`src/rtl/clkcfg_pkg.sv`:
```
package clkcfg_pkg;
  typedef enum logic [1:0] {
    ST_IDLE = 2'd0,
    ST_RECV = 2'd1,
    ST_ACK  = 2'd2,
    ST_SKIP = 2'd3
  } rx_state_t;

  localparam int BYTE_BITS = 8;
endpackage

```
`src/rtl/clkcfg_rstsync.sv`:
```
module clkcfg_rstsync (
  input  logic clk,
  input  logic rst_n,
  output logic rst_n_sync
);
  logic [1:0] stage_q;

  always_ff @(posedge clk or negedge rst_n) begin
    if (!rst_n) stage_q <= 2'b00;
    else        stage_q <= {stage_q[0], 1'b1};
  end

  assign rst_n_sync = stage_q[1];
endmodule

```
`src/rtl/clkcfg_lineio.sv`:
```
module clkcfg_lineio #(
  parameter int SYNC_STAGES = 2
) (
  input  logic clk,
  input  logic rst_n,
  input  logic scl_i,
  input  logic sda_i,
  output logic scl_s,
  output logic sda_s,
  output logic scl_rise,
  output logic scl_fall,
  output logic start_det,
  output logic stop_det
);
  logic [SYNC_STAGES-1:0] scl_pipe_q, sda_pipe_q;
  logic scl_last_q, sda_last_q;

  always_ff @(posedge clk or negedge rst_n) begin
    if (!rst_n) begin
      scl_pipe_q <= '1;
      sda_pipe_q <= '1;
      scl_last_q <= 1'b1;
      sda_last_q <= 1'b1;
    end else begin
      scl_pipe_q <= {scl_pipe_q[SYNC_STAGES-2:0], scl_i};
      sda_pipe_q <= {sda_pipe_q[SYNC_STAGES-2:0], sda_i};
      scl_last_q <= scl_pipe_q[SYNC_STAGES-1];
      sda_last_q <= sda_pipe_q[SYNC_STAGES-1];
    end
  end

  assign scl_s     = scl_pipe_q[SYNC_STAGES-1];
  assign sda_s     = sda_pipe_q[SYNC_STAGES-1];
  assign scl_rise  = scl_s & ~scl_last_q;
  assign scl_fall  = ~scl_s & scl_last_q;
  assign start_det = scl_s & scl_last_q & sda_last_q & ~sda_s;
  assign stop_det  = scl_s & scl_last_q & ~sda_last_q & sda_s;
endmodule

```
`src/rtl/clkcfg_rxfsm.sv`:
```
module clkcfg_rxfsm
  import clkcfg_pkg::*;
#(
  parameter int         NUM_REGS     = 10,
  parameter int         PREFIX_BYTES = 2,
  parameter logic [6:0] DEV_ADDR     = 7'h69,
  localparam int        IDX_W        = (NUM_REGS > 1) ? $clog2(NUM_REGS) : 1,
  localparam int        CNT_W        = $clog2(PREFIX_BYTES + NUM_REGS + 2)
) (
  input  logic             clk,
  input  logic             rst_n,
  input  logic             sda_s,
  input  logic             scl_rise,
  input  logic             scl_fall,
  input  logic             start_det,
  input  logic             stop_det,
  output logic             ack_o,
  output logic             wr_en,
  output logic [IDX_W-1:0] wr_idx,
  output logic [7:0]       wr_data
);
  rx_state_t        state_q, state_d;
  logic [3:0]       bit_q, bit_d;
  logic [7:0]       shr_q, shr_d;
  logic [CNT_W-1:0] cnt_q, cnt_d;
  logic             ack_q, ack_d;
  logic [CNT_W-1:0] data_idx;
  logic             byte_done, accept;

  assign data_idx  = cnt_q - CNT_W'(PREFIX_BYTES + 1);
  assign byte_done = (state_q == ST_RECV) && scl_fall && (bit_q == 4'(BYTE_BITS));

  always_comb begin
    if (cnt_q == '0)                           accept = (shr_q == {DEV_ADDR, 1'b0});
    else if (cnt_q <= CNT_W'(PREFIX_BYTES))    accept = 1'b1;
    else                                       accept = (data_idx < CNT_W'(NUM_REGS));
  end

  always_comb begin
    state_d = state_q;
    bit_d   = bit_q;
    shr_d   = shr_q;
    cnt_d   = cnt_q;
    ack_d   = ack_q;
    wr_en   = 1'b0;
    if (start_det) begin
      state_d = ST_RECV;
      bit_d   = '0;
      cnt_d   = '0;
      ack_d   = 1'b0;
    end else if (stop_det) begin
      state_d = ST_IDLE;
      ack_d   = 1'b0;
    end else begin
      unique case (state_q)
        ST_RECV: begin
          if (scl_rise && (bit_q < 4'(BYTE_BITS))) begin
            shr_d = {shr_q[6:0], sda_s};
            bit_d = bit_q + 4'd1;
          end else if (byte_done) begin
            if (accept) begin
              state_d = ST_ACK;
              ack_d   = 1'b1;
              wr_en   = (cnt_q > CNT_W'(PREFIX_BYTES));
            end else begin
              state_d = ST_SKIP;
            end
          end
        end
        ST_ACK: begin
          if (scl_fall) begin
            state_d = ST_RECV;
            ack_d   = 1'b0;
            bit_d   = '0;
            cnt_d   = cnt_q + CNT_W'(1);
          end
        end
        default: ;
      endcase
    end
  end

  always_ff @(posedge clk or negedge rst_n) begin
    if (!rst_n) begin
      state_q <= ST_IDLE;
      bit_q   <= '0;
      shr_q   <= '0;
      cnt_q   <= '0;
      ack_q   <= 1'b0;
    end else begin
      state_q <= state_d;
      bit_q   <= bit_d;
      shr_q   <= shr_d;
      cnt_q   <= cnt_d;
      ack_q   <= ack_d;
    end
  end

  assign ack_o   = ack_q;
  assign wr_idx  = data_idx[IDX_W-1:0];
  assign wr_data = shr_q;
endmodule

```
`src/rtl/clkcfg_regbank.sv`:
```
module clkcfg_regbank #(
  parameter int         NUM_REGS   = 10,
  parameter logic [7:0] RESET_REG0 = 8'hF4,
  parameter logic [7:0] RESET_FILL = 8'hFF,
  localparam int        IDX_W      = (NUM_REGS > 1) ? $clog2(NUM_REGS) : 1
) (
  input  logic                  clk,
  input  logic                  rst_n,
  input  logic                  wr_en,
  input  logic [IDX_W-1:0]      wr_idx,
  input  logic [7:0]            wr_data,
  output logic [NUM_REGS*8-1:0] regs_o
);
  for (genvar g = 0; g < NUM_REGS; g++) begin : g_reg
    localparam logic [7:0] RST_VAL = (g == 0) ? RESET_REG0 : RESET_FILL;
    logic [7:0] val_q;
    logic       load;

    assign load = wr_en && (wr_idx == IDX_W'(g));

    always_ff @(posedge clk or negedge rst_n) begin
      if (!rst_n)    val_q <= RST_VAL;
      else if (load) val_q <= wr_data;
    end

    assign regs_o[g*8 +: 8] = val_q;
  end
endmodule

```
`src/rtl/clkcfg_wslave.sv`:
```
module clkcfg_wslave #(
  parameter int         NUM_REGS     = 10,
  parameter int         PREFIX_BYTES = 2,
  parameter logic [6:0] DEV_ADDR     = 7'h69,
  parameter int         SYNC_STAGES  = 2,
  parameter logic [7:0] RESET_REG0   = 8'hF4,
  parameter logic [7:0] RESET_FILL   = 8'hFF,
  localparam int        IDX_W        = (NUM_REGS > 1) ? $clog2(NUM_REGS) : 1
) (
  input  logic                  clk,
  input  logic                  rst_n,
  input  logic                  scl_i,
  input  logic                  sda_i,
  output logic                  sda_pull_o,
  output logic [NUM_REGS*8-1:0] regs_o
);
  logic             rst_n_int;
  logic             scl_s, sda_s, scl_rise, scl_fall, start_det, stop_det;
  logic             wr_en;
  logic [IDX_W-1:0] wr_idx;
  logic [7:0]       wr_data;

  clkcfg_rstsync u_rst (
    .clk        (clk),
    .rst_n      (rst_n),
    .rst_n_sync (rst_n_int)
  );

  clkcfg_lineio #(.SYNC_STAGES(SYNC_STAGES)) u_line (
    .clk       (clk),
    .rst_n     (rst_n_int),
    .scl_i     (scl_i),
    .sda_i     (sda_i),
    .scl_s     (scl_s),
    .sda_s     (sda_s),
    .scl_rise  (scl_rise),
    .scl_fall  (scl_fall),
    .start_det (start_det),
    .stop_det  (stop_det)
  );

  clkcfg_rxfsm #(
    .NUM_REGS     (NUM_REGS),
    .PREFIX_BYTES (PREFIX_BYTES),
    .DEV_ADDR     (DEV_ADDR)
  ) u_fsm (
    .clk       (clk),
    .rst_n     (rst_n_int),
    .sda_s     (sda_s),
    .scl_rise  (scl_rise),
    .scl_fall  (scl_fall),
    .start_det (start_det),
    .stop_det  (stop_det),
    .ack_o     (sda_pull_o),
    .wr_en     (wr_en),
    .wr_idx    (wr_idx),
    .wr_data   (wr_data)
  );

  clkcfg_regbank #(
    .NUM_REGS   (NUM_REGS),
    .RESET_REG0 (RESET_REG0),
    .RESET_FILL (RESET_FILL)
  ) u_bank (
    .clk     (clk),
    .rst_n   (rst_n_int),
    .wr_en   (wr_en),
    .wr_idx  (wr_idx),
    .wr_data (wr_data),
    .regs_o  (regs_o)
  );
endmodule

```
`config.mk`:
```
export PLATFORM = sky130hd
export DESIGN_NAME = clkcfg_wslave
export DESIGN_NICKNAME = d
export VERILOG_FILES = /design/src/rtl/clkcfg_pkg.sv /design/src/rtl/clkcfg_rstsync.sv /design/src/rtl/clkcfg_lineio.sv /design/src/rtl/clkcfg_rxfsm.sv /design/src/rtl/clkcfg_regbank.sv /design/src/rtl/clkcfg_wslave.sv
export SDC_FILE = /design/constraint.sdc
export NUM_CORES = 1
export LEC_CHECK = 0
export ABC_AREA = 0
export ABC_CLOCK_PERIOD_IN_PS = 4400
export BUFFER_PORTS_ARGS = -buffer_cell sky130_fd_sc_hd__buf_2
export CORE_MARGIN = 4
export CORE_UTILIZATION = 55
export DETAILED_ROUTE_END_ITERATION = 12
export PLACE_DENSITY = 0.79
export SLEW_MARGIN = 15
export SYNTH_ARGS = -nofsm -noshare
export SYNTH_HDL_FRONTEND = slang
export SYNTH_SLANG_ARGS = --single-unit
```
`constraint.sdc`:
```
create_clock -name clk -period 4.4 [get_ports clk]
set_input_delay 0.22 -clock clk [delete_from_list [all_inputs] [get_ports clk]]
set_output_delay 0.22 -clock clk [all_outputs]
set_load 0.01 [all_outputs]
```
# Yosys cells after proc, flatten, opt, wreduce, memory -nomap -nowiden
# Index checks and enable logic that the tools add are counted.
# classes
addsub,3
magnitude_cmp,4
n_eq_ne,20
n_mux,31
n_bitwise,13
n_reduce_logical,24
# op_table
operator,count
4-bit 2-to-1 mux,8
4-bit by 3-bit equality test with 1-bit output (second input constant),4
1-bit 2-to-1 mux,15
1-bit logical AND,13
4-bit equality test (second input constant),3
4-bit by 3-bit != test with 1-bit output (second input constant),3
4-bit AND reduction,3
2-bit 2-to-1 mux,5
4-bit by 1-bit adder with 4-bit output (second input constant),2
4-bit by 2-bit equality test with 1-bit output (second input constant),2
8-bit equality test (second input constant),1
4-bit logical NOT,2
4-bit less-than comparator (second input constant),2
4-bit case mux with 2 select lines,1
1-bit AND,7
1-bit inverter,6
5-bit AND reduction,1
4-bit by 1-bit equality test with 1-bit output (second input constant),1
4-bit by 2-bit > comparator with 1-bit output (second input constant),1
4-bit by 2-bit less-or-equal comparator with 1-bit output (second input constant),1
4-bit != test (second input constant),1
2-bit case mux with 2 select lines,1
2-bit nonzero test,2
4-bit nonzero test,1
other kinds (9),9
# word_totals
reg_bits,107
out_inout_bits,81

# Logic depth before layout (Yosys ltp)
# Gate-level depths: netlist (run 1).
# logic_depth
word_depth,11
mapped_depth,8
ltp_nobuf,7

# Modules after synthesis
# Synthesis (run 1) repeated with hierarchy kept, for this count alone.
# hier_totals
cells_unflattened,305
hier_area_um2,4579.4
# modules_own_cells
module,n_inst,cells_per_inst,area_per_inst_um2,seq_area_each_um2
clkcfg_regbank,1,187,3219.3,2098.3
clkcfg_rxfsm,1,105,1116.1,475.5
clkcfg_lineio,1,10,190.2,157.7
clkcfg_rstsync,1,3,53.8,50.0

# Worst setup path after synthesis (run 1)
# OpenSTA, ideal clock, no wires.
# synth_path
path_type,register -> register
start,"register u_fsm.shr_q[2], in the netlist u_fsm.wr_data[2]"
end,register u_bank.g_reg[8].val_q[0]
t_arrival_ns,2.536
required_ns,4.318
slack_ns,1.782
stages_incl_launch_ff,7
n_path_buf,1
synth_period_minus_slack_ns,2.618
path_cell_list,dfrtp_1 > or4b_2 > o211a_1 > a2111oi_4 > and3_1 > buf_4 > mux2_2
# synth_between
elab_chain_cells,9
# synth_rtl
element,line_no,rtl
from (decl),clkcfg_rxfsm.sv:24,"logic [7:0] shr_q, shr_d;"
from (signal assigned),clkcfg_rxfsm.sv:93,shr_q <= shr_d;
8-bit equality test,clkcfg_rxfsm.sv:34,"if (cnt_q == '0) accept = (shr_q == {DEV_ADDR, 1'b0});"
1-bit 2-to-1 mux,clkcfg_rxfsm.sv:34,
1-bit 2-to-1 mux,clkcfg_rxfsm.sv:61,if (accept) begin
1-bit 2-to-1 mux,clkcfg_rxfsm.sv:60,end else if (byte_done) begin
1-bit 2-to-1 mux,clkcfg_rxfsm.sv:57,if (scl_rise && (bit_q < 4'(BYTE_BITS))) begin
1-bit 2-to-1 mux,clkcfg_rxfsm.sv:55,unique case (state_q)
1-bit 2-to-1 mux,clkcfg_rxfsm.sv:51,end else if (stop_det) begin
1-bit 2-to-1 mux,clkcfg_rxfsm.sv:46,if (start_det) begin
1-bit logical AND,clkcfg_regbank.sv:19,assign load = wr_en && (wr_idx == IDX_W'(g));
to (signal assigned),clkcfg_regbank.sv:23,else if (load) val_q <= wr_data;
to (decl),clkcfg_regbank.sv:16,logic [7:0] val_q;
# No other way between the ends.
# A chain may end at the register's enable or synchronous reset.

# Final worst setup path (run 1)
# layout_path
start,"register u_fsm.shr_q[2], in the netlist u_fsm.wr_data[2]"
end,register u_bank.g_reg[9].val_q[0]
# layout_between
elab_chain_cells,9
# layout_rtl
element,line_no
8-bit equality test,clkcfg_rxfsm.sv:34
1-bit 2-to-1 mux,clkcfg_rxfsm.sv:34
1-bit 2-to-1 mux,clkcfg_rxfsm.sv:61
1-bit 2-to-1 mux,clkcfg_rxfsm.sv:60
1-bit 2-to-1 mux,clkcfg_rxfsm.sv:57
1-bit 2-to-1 mux,clkcfg_rxfsm.sv:55
1-bit 2-to-1 mux,clkcfg_rxfsm.sv:51
1-bit 2-to-1 mux,clkcfg_rxfsm.sv:46
1-bit logical AND,clkcfg_regbank.sv:19
to (signal assigned),clkcfg_regbank.sv:23
to (decl),clkcfg_regbank.sv:16
# No other way between the ends.

==> results.cfg, run 1 <==
[logic_synthesis]
yosysTopAreaCell = dfstp_2
muxShareOfSynthArea_pct = 22.10
synth-simple-area-share_pct = 7.650
synthAdderAreaFrac_pct = 2.459
ys_ff_latch = 107
synth_compound_area_share_pct = 4.672
yosysMostFrequentCell = mux2_2
ys_types = 40
synth_top_area_share_pct = 47.62
synth-main-ff-cell = dfstp_2
synthTopCellsByArea = dfstp_2 48%, mux2_2 22%, dfrtp_1 13%
ys_top_cells_by_count = 89 x mux2_2, 83 x dfstp_2, 24 x dfrtp_1
synth_cells = 313
syn_nets = 326
synth_edf_count = 0
yosysSeqAreaShare_pct = 60.74
synth.avg_cell_area_um2 = 14.63
synthArstFlopShare_pct = 100.0
syn-cell-area_um2 = 4579
ys_warn_count = 0
synth_top_family_by_area = multiplexers
synth_xor_area_share_pct = 0.3825

[clock_network]
cts_hold_buffers = 3
clkTransAtPathRegs_ps = 100
numClockSinks = 107
clockBufferDepth = 2
cts_tree = done
ctsResizeCount = 0
cts_root_buffer = clkbuf_8
cts_setup_buffers = 0
htreeDepth = 3
cts_buffers = 9
clock_latency_ps = 370

[placement]
post-place-cells = 490
routabilityCongestion = 0.7996
dpl_cell_area_um2 = 5089
portBuffers = 84
dp.final_hpwl_um = 6446

[worst_setup_path]
path_max_fanout = 13
cp.required_ps = 4700
critPathTopFamily = simple AND/OR/NAND/NOR gates
end_kind = flip-flop
cp_num_buf_inv = 0
cp_cell_sequence = or4b_2, o211a_1, a2111oi_4, and3_1, mux2_2
cp-start-kind = flip-flop
slowest_delay_ps = 720
slowest_stage = or4b_2
cp.arrival_ps = 3500
path_class = flip-flop to flip-flop
regToRegSetupSlack_ps = 1200

[power]
power.density_nw_per_um2 = 397.9
leakage_nw = 2.538
peakVddDrop_uv = 208.1

[worst_hold_path]
hold_class = primary input to asynchronous set/reset pin

[sta]
finalSetupTns_ps = 0
layout_min_cycle_time_ps = 3204
rsz0062_at_grt = no
period_share_pct = 72.82
slew_headroom_pct = 35.42
clock_skew_ps = 13.49
slew_viol_final = 0
setup_violations = 0
worst_pin_slew_ps = 968.7
hold_viol = 0
holdWs_ps = 157.3
max_freq_mhz = 312.1

[floorplan]
die_w_um = 99.25
start_util_pct = 56.01
rows = 33
io_pins = 85
die-area_um2 = 9850
die_h_um = 99.25
core_area_um2 = 8175

[global_route]
grt_usage_pct = 20.42
first_global_vias = 3029
grt_overflow = 0
grt_max_degree = 55
antenna_found_initial = 0
grt_pass1_wl_um = 15720

[final_layout]
finish.utilization_pct = 65.00
stdcell_area_um2 = 5314
multi_input_area_um2 = 1710
fin_nets = 412
area_growth_pct = 16.04
drive_gt1_share_pct = 70.54
diodes = 0
area.sequential_um2 = 2785
fill_cells = 622
final_cells = 509

[routing]
wl_per_cell_um = 18.64
drt-total-wl_um = 9488
firstDrtPassIters = 4
dr.first_iter.drc_count = 137
via_count = 2834
drc = 0
ant_nets = 0
routed_via_density = 5.568

[run]
max_cap_viol_count = 0

[outcome]
status = finished, final reports clean
cell type report:
class / count / area share [%]
flip-flops and latches: 107 / 52.41
multi-input cells: 185 / 32.19
repair buffers: 89 / 8.759
clock buffers: 11 / 2.873
well taps: 105 / 2.472
clock inverters: 5 / 0.8006
inverters: 7 / 0.4945
routing by layer:
layer	vias to the layer above	track usage, %	share of wire, %
li1	1285	-	-
met1	1452	27.00	45
met2	79	32.75	48
met3	18	4.909	5.0
met4	0	7.983	2.0
met5	-	0	0
worst reg2reg max path: cells and delay by family (launching register included):
kind             cells  cell delay (ps)
flip-flops           1              560
AND/OR/NAND/NOR      2             1260
multiplexers         1              390
AO/OA/AOI/OAI        2              920
power by group:
part           switching, mW  total, mW  internal [mW]
Sequential             0.129       1.17           1.05
Clock                  0.339      0.587          0.248
Combinational          0.198      0.353          0.156
Total                  0.666       2.11           1.45
sequential cells by signal, indices dropped and copies added (netlist names):
signal / cells
u_bank.g.val_q: 80
u_fsm.ack_o: 1
u_fsm.bit_q: 4
u_fsm.cnt_q: 4
u_fsm.state_q: 2
u_fsm.wr_data: 8
u_line.scl_last_q: 1
u_line.scl_pipe_q: 2
u_line.sda_last_q: 1
u_line.sda_pipe_q: 2
u_rst.stage_q: 2
worst paths after layout:
path                                 startpoint                        to  depth (start not counted)
max                            u_fsm.wr_data[2]  u_bank.g_reg[9].val_q[0]                          5
min                                       rst_n          u_rst.stage_q[1]                          2
max reg2reg                    u_fsm.wr_data[2]  u_bank.g_reg[9].val_q[0]                          5
min reg2reg                u_line.scl_pipe_q[0]      u_line.scl_pipe_q[1]                          0
max in group asynchronous      u_rst.stage_q[1]  u_bank.g_reg[1].val_q[1]                          1
min in group clk           u_line.scl_pipe_q[0]      u_line.scl_pipe_q[1]                          0
per-stage QoR:
step	power [mW]	worst slack (ps)
4_1_cts	2.122	1196
6_report	2.114	1196
5_1_grt	2.224	1041
3_3_place_gp	1.513	1370
2_1_floorplan	1.423	1344
3_5_place_dp	1.533	1244
cell usage in the layout (no fill, tap or decap), drive strengths merged, types with 3 or more instances in the layout:
cell,instances
nand3,14
dfrtp,24
clkinv,3
buf,86
inv,9
nand2,7
dlygate4sd3,3
clkbuf,11
nand4b,3
mux2,89
nor2b,5
o21ai,11
nor2,9
dfstp,83
nand2b,5
ha,9
a21oi,3
and4b,3
cell families (layout without fill, tap and decap cells):
family          Yosys count  count (layout)
flops                   107             107
mux                      90              90
simple gates             54              54
compound gates           29              29
buf+inv                  21             112
fa+ha+maj                 9               9
xor+xnor                  2               2
other cells               1               1
(Power assumes the default switching activity.)
==> run 2, diff against run 1 <==
- ABC_CLOCK_PERIOD_IN_PS: 4400 -> 2900
- CORE_UTILIZATION: 55 -> 50
- PLACE_DENSITY: 0.79 -> 0.76
- clock period: 4.4 -> 2.9 ns (I/O delays scaled with it)
==> results.cfg, run 2 (synthesized netlist as in run 1, its figures left out) <==
[floorplan]
rows = 34
core_area_um2 = 8806
io_pins = 85
die-area_um2 = 10750
start_util_pct = 52.00
die_h_um = 103.7
die_w_um = 103.7

[final_layout]
area_growth_pct = 17.24
largest_reg_flops = 80
final_cell_mix = 89 x mux2_2, 84 x buf_2, 83 x dfstp_2
final_cells = 519
diodes = 0
regMostFlops = u_bank.g.val_q
fill_cells = 688
drive_gt1_share_pct = 71.29
layout_commonest_cell = mux2_2
stdcell_area_um2 = 5369
fin_nets = 419

[worst_hold_path]
hold_class = primary input to asynchronous set/reset pin

[sta]
layout_min_cycle_time_ps = 2575
timing.final.ws_setup_ps = 325.5
period_share_pct = 88.78
hold_viol = 0
rsz0062_at_grt = no
holdWs_ps = 81.25
worst_pin_slew_ps = 838.5
finalSetupTns_ps = 0
setup_violations = 0
max_freq_mhz = 388.4
slew_headroom_pct = 43.93
clock_skew_ps = 12.95
slew_viol_final = 0

[power]
p_sw_mw = 1.039
comb_power_share_pct = 20.3
sw_frac_of_total_pct = 32.16
peakVddDrop_uv = 368.8
power.density_nw_per_um2 = 601.9
clkPwrFrac_pct = 26.8
intPower_mw = 2.192
power.share.sequential_pct = 52.9
leakage_nw = 2.572

[routing]
drc = 0
dr.first_iter.drc_count = 182
ant_nets = 0
drt-total-wl_um = 9465
firstDrtPassIters = 4
wl_per_cell_um = 18.24
routed_via_density = 5.455
via_count = 2831

[clock_network]
cts_buffers = 9
cts_tree = done
clock_latency_ps = 370
cts_root_buffer = clkbuf_8
cts_setup_buffers = 0
numClockSinks = 107
clkTransAtPathRegs_ps = 100
clockBufferDepth = 2
htreeDepth = 3

[placement]
dpl_cell_area_um2 = 5157
portBuffers = 84
post-place-cells = 500
dp.final_hpwl_um = 6534
routabilityCongestion = 0.8586
post-place-ws_ps = 353.5

[worst_setup_path]
cp_cell_sequence = inv_1, ha_1, nand2b_1, a2111oi_4, and3_1, mux2_2
end_kind = flip-flop
cp.required_ps = 3200
slowest_delay_ps = 560
cp-start-kind = flip-flop
path_class = flip-flop to flip-flop
path_max_fanout = 11
cp.arrival_ps = 2870
slowest_stage = dfrtp_1

[global_route]
first_global_vias = 2987
grt_pass1_wl_um = 15770
grt_usage_pct = 18.18
grt_overflow = 0
grt_max_degree = 63
antenna_found_initial = 0

[run]
max_cap_viol_count = 0

[outcome]
status = finished, final reports clean
==> run 2: cell types whose count changed in the layout (fill, tap and decap cells not counted) <==
cell	delta
buf_12	+1
clkinv_4	-2
inv_8	+1
clkbuf_1	-1
inv_6	+1
clkinv_2	+1
clkinvlp_4	+1
buf_4	+6
clkbuf_16	-1
==> run 2: final timing paths <==
check / depth (start not counted) / startpoint / end / slack [ps]
hold / removal: 2 / rst_n / u_rst.stage_q[1] / 80
setup reg to reg: 6 / u_fsm.cnt_q[0] / u_bank.g_reg[8].val_q[0] / 330
hold reg to reg: 0 / u_rst.stage_q[1] / u_bank.g_reg[0].val_q[1] / 330
max in group asynchronous: 1 / u_rst.stage_q[1] / u_bank.g_reg[8].val_q[5] / 1820
setup / recovery: 6 / u_fsm.cnt_q[0] / u_bank.g_reg[8].val_q[0] / 330
min in group clk: 0 / u_line.scl_pipe_q[0] / u_line.scl_pipe_q[1] / 360
==> run 2: area by class of cell <==
cell class | instances | area [um^2] | share of cell area, %
Timing Repair Buffer | 96 | 530.5 | 9.881
Sequential cell | 107 | 2785 | 51.88
Multi-Input combinational cell | 185 | 1710 | 31.86
Inverter | 7 | 26.28 | 0.4894
Tap cell | 108 | 135.1 | 2.517
Clock buffer | 9 | 123.9 | 2.307
Clock inverter | 7 | 57.56 | 1.072
==> run 2: metal layers <==
layer  global-route usage (%)  part of all wire [%]
met5                        0                     0
met4                    6.173                   1.8
met3                    5.473                   6.5
met2                    28.08                    46
met1                    24.61                    45
==> run 2: repair_timing <==
action,4_1_cts,5_1_grt
hold buffers,3,0
endpoints found under the hold margin,4,0
gates resized for setup,0,0
==> run 2: power by group through the flow <==
stage / logic [mW] / registers (mW) / clock network (mW)
finish: 0.657 / 1.71 / 0.866
global route: 0.721 / 1.73 / 0.951
CTS: 0.657 / 1.71 / 0.886
detailed placement: 0.651 / 1.73 / 0
global placement: 0.621 / 1.72 / 0
floorplan: 0.461 / 1.70 / 0
==> run 2: critical path, delay by kind of cell (launching register included) <==
family	cells	cell delay [ps]
and+or+nand+nor	2	700
AOI/OAI and AO/OA	1	450
adders and majority gates	1	270
DFF	1	560
buffers and inverters	1	130
muxes	1	390
==> run 2: stage by stage <==
step / power, mW / utilization (%)
final: 3.231 / 60.97
after global routing: 3.398 / 60.97
after CTS: 3.249 / 60.97
after detailed placement: 2.382 / 58.57
after global placement: 2.342 / 58.57
after floorplan: 2.160 / -
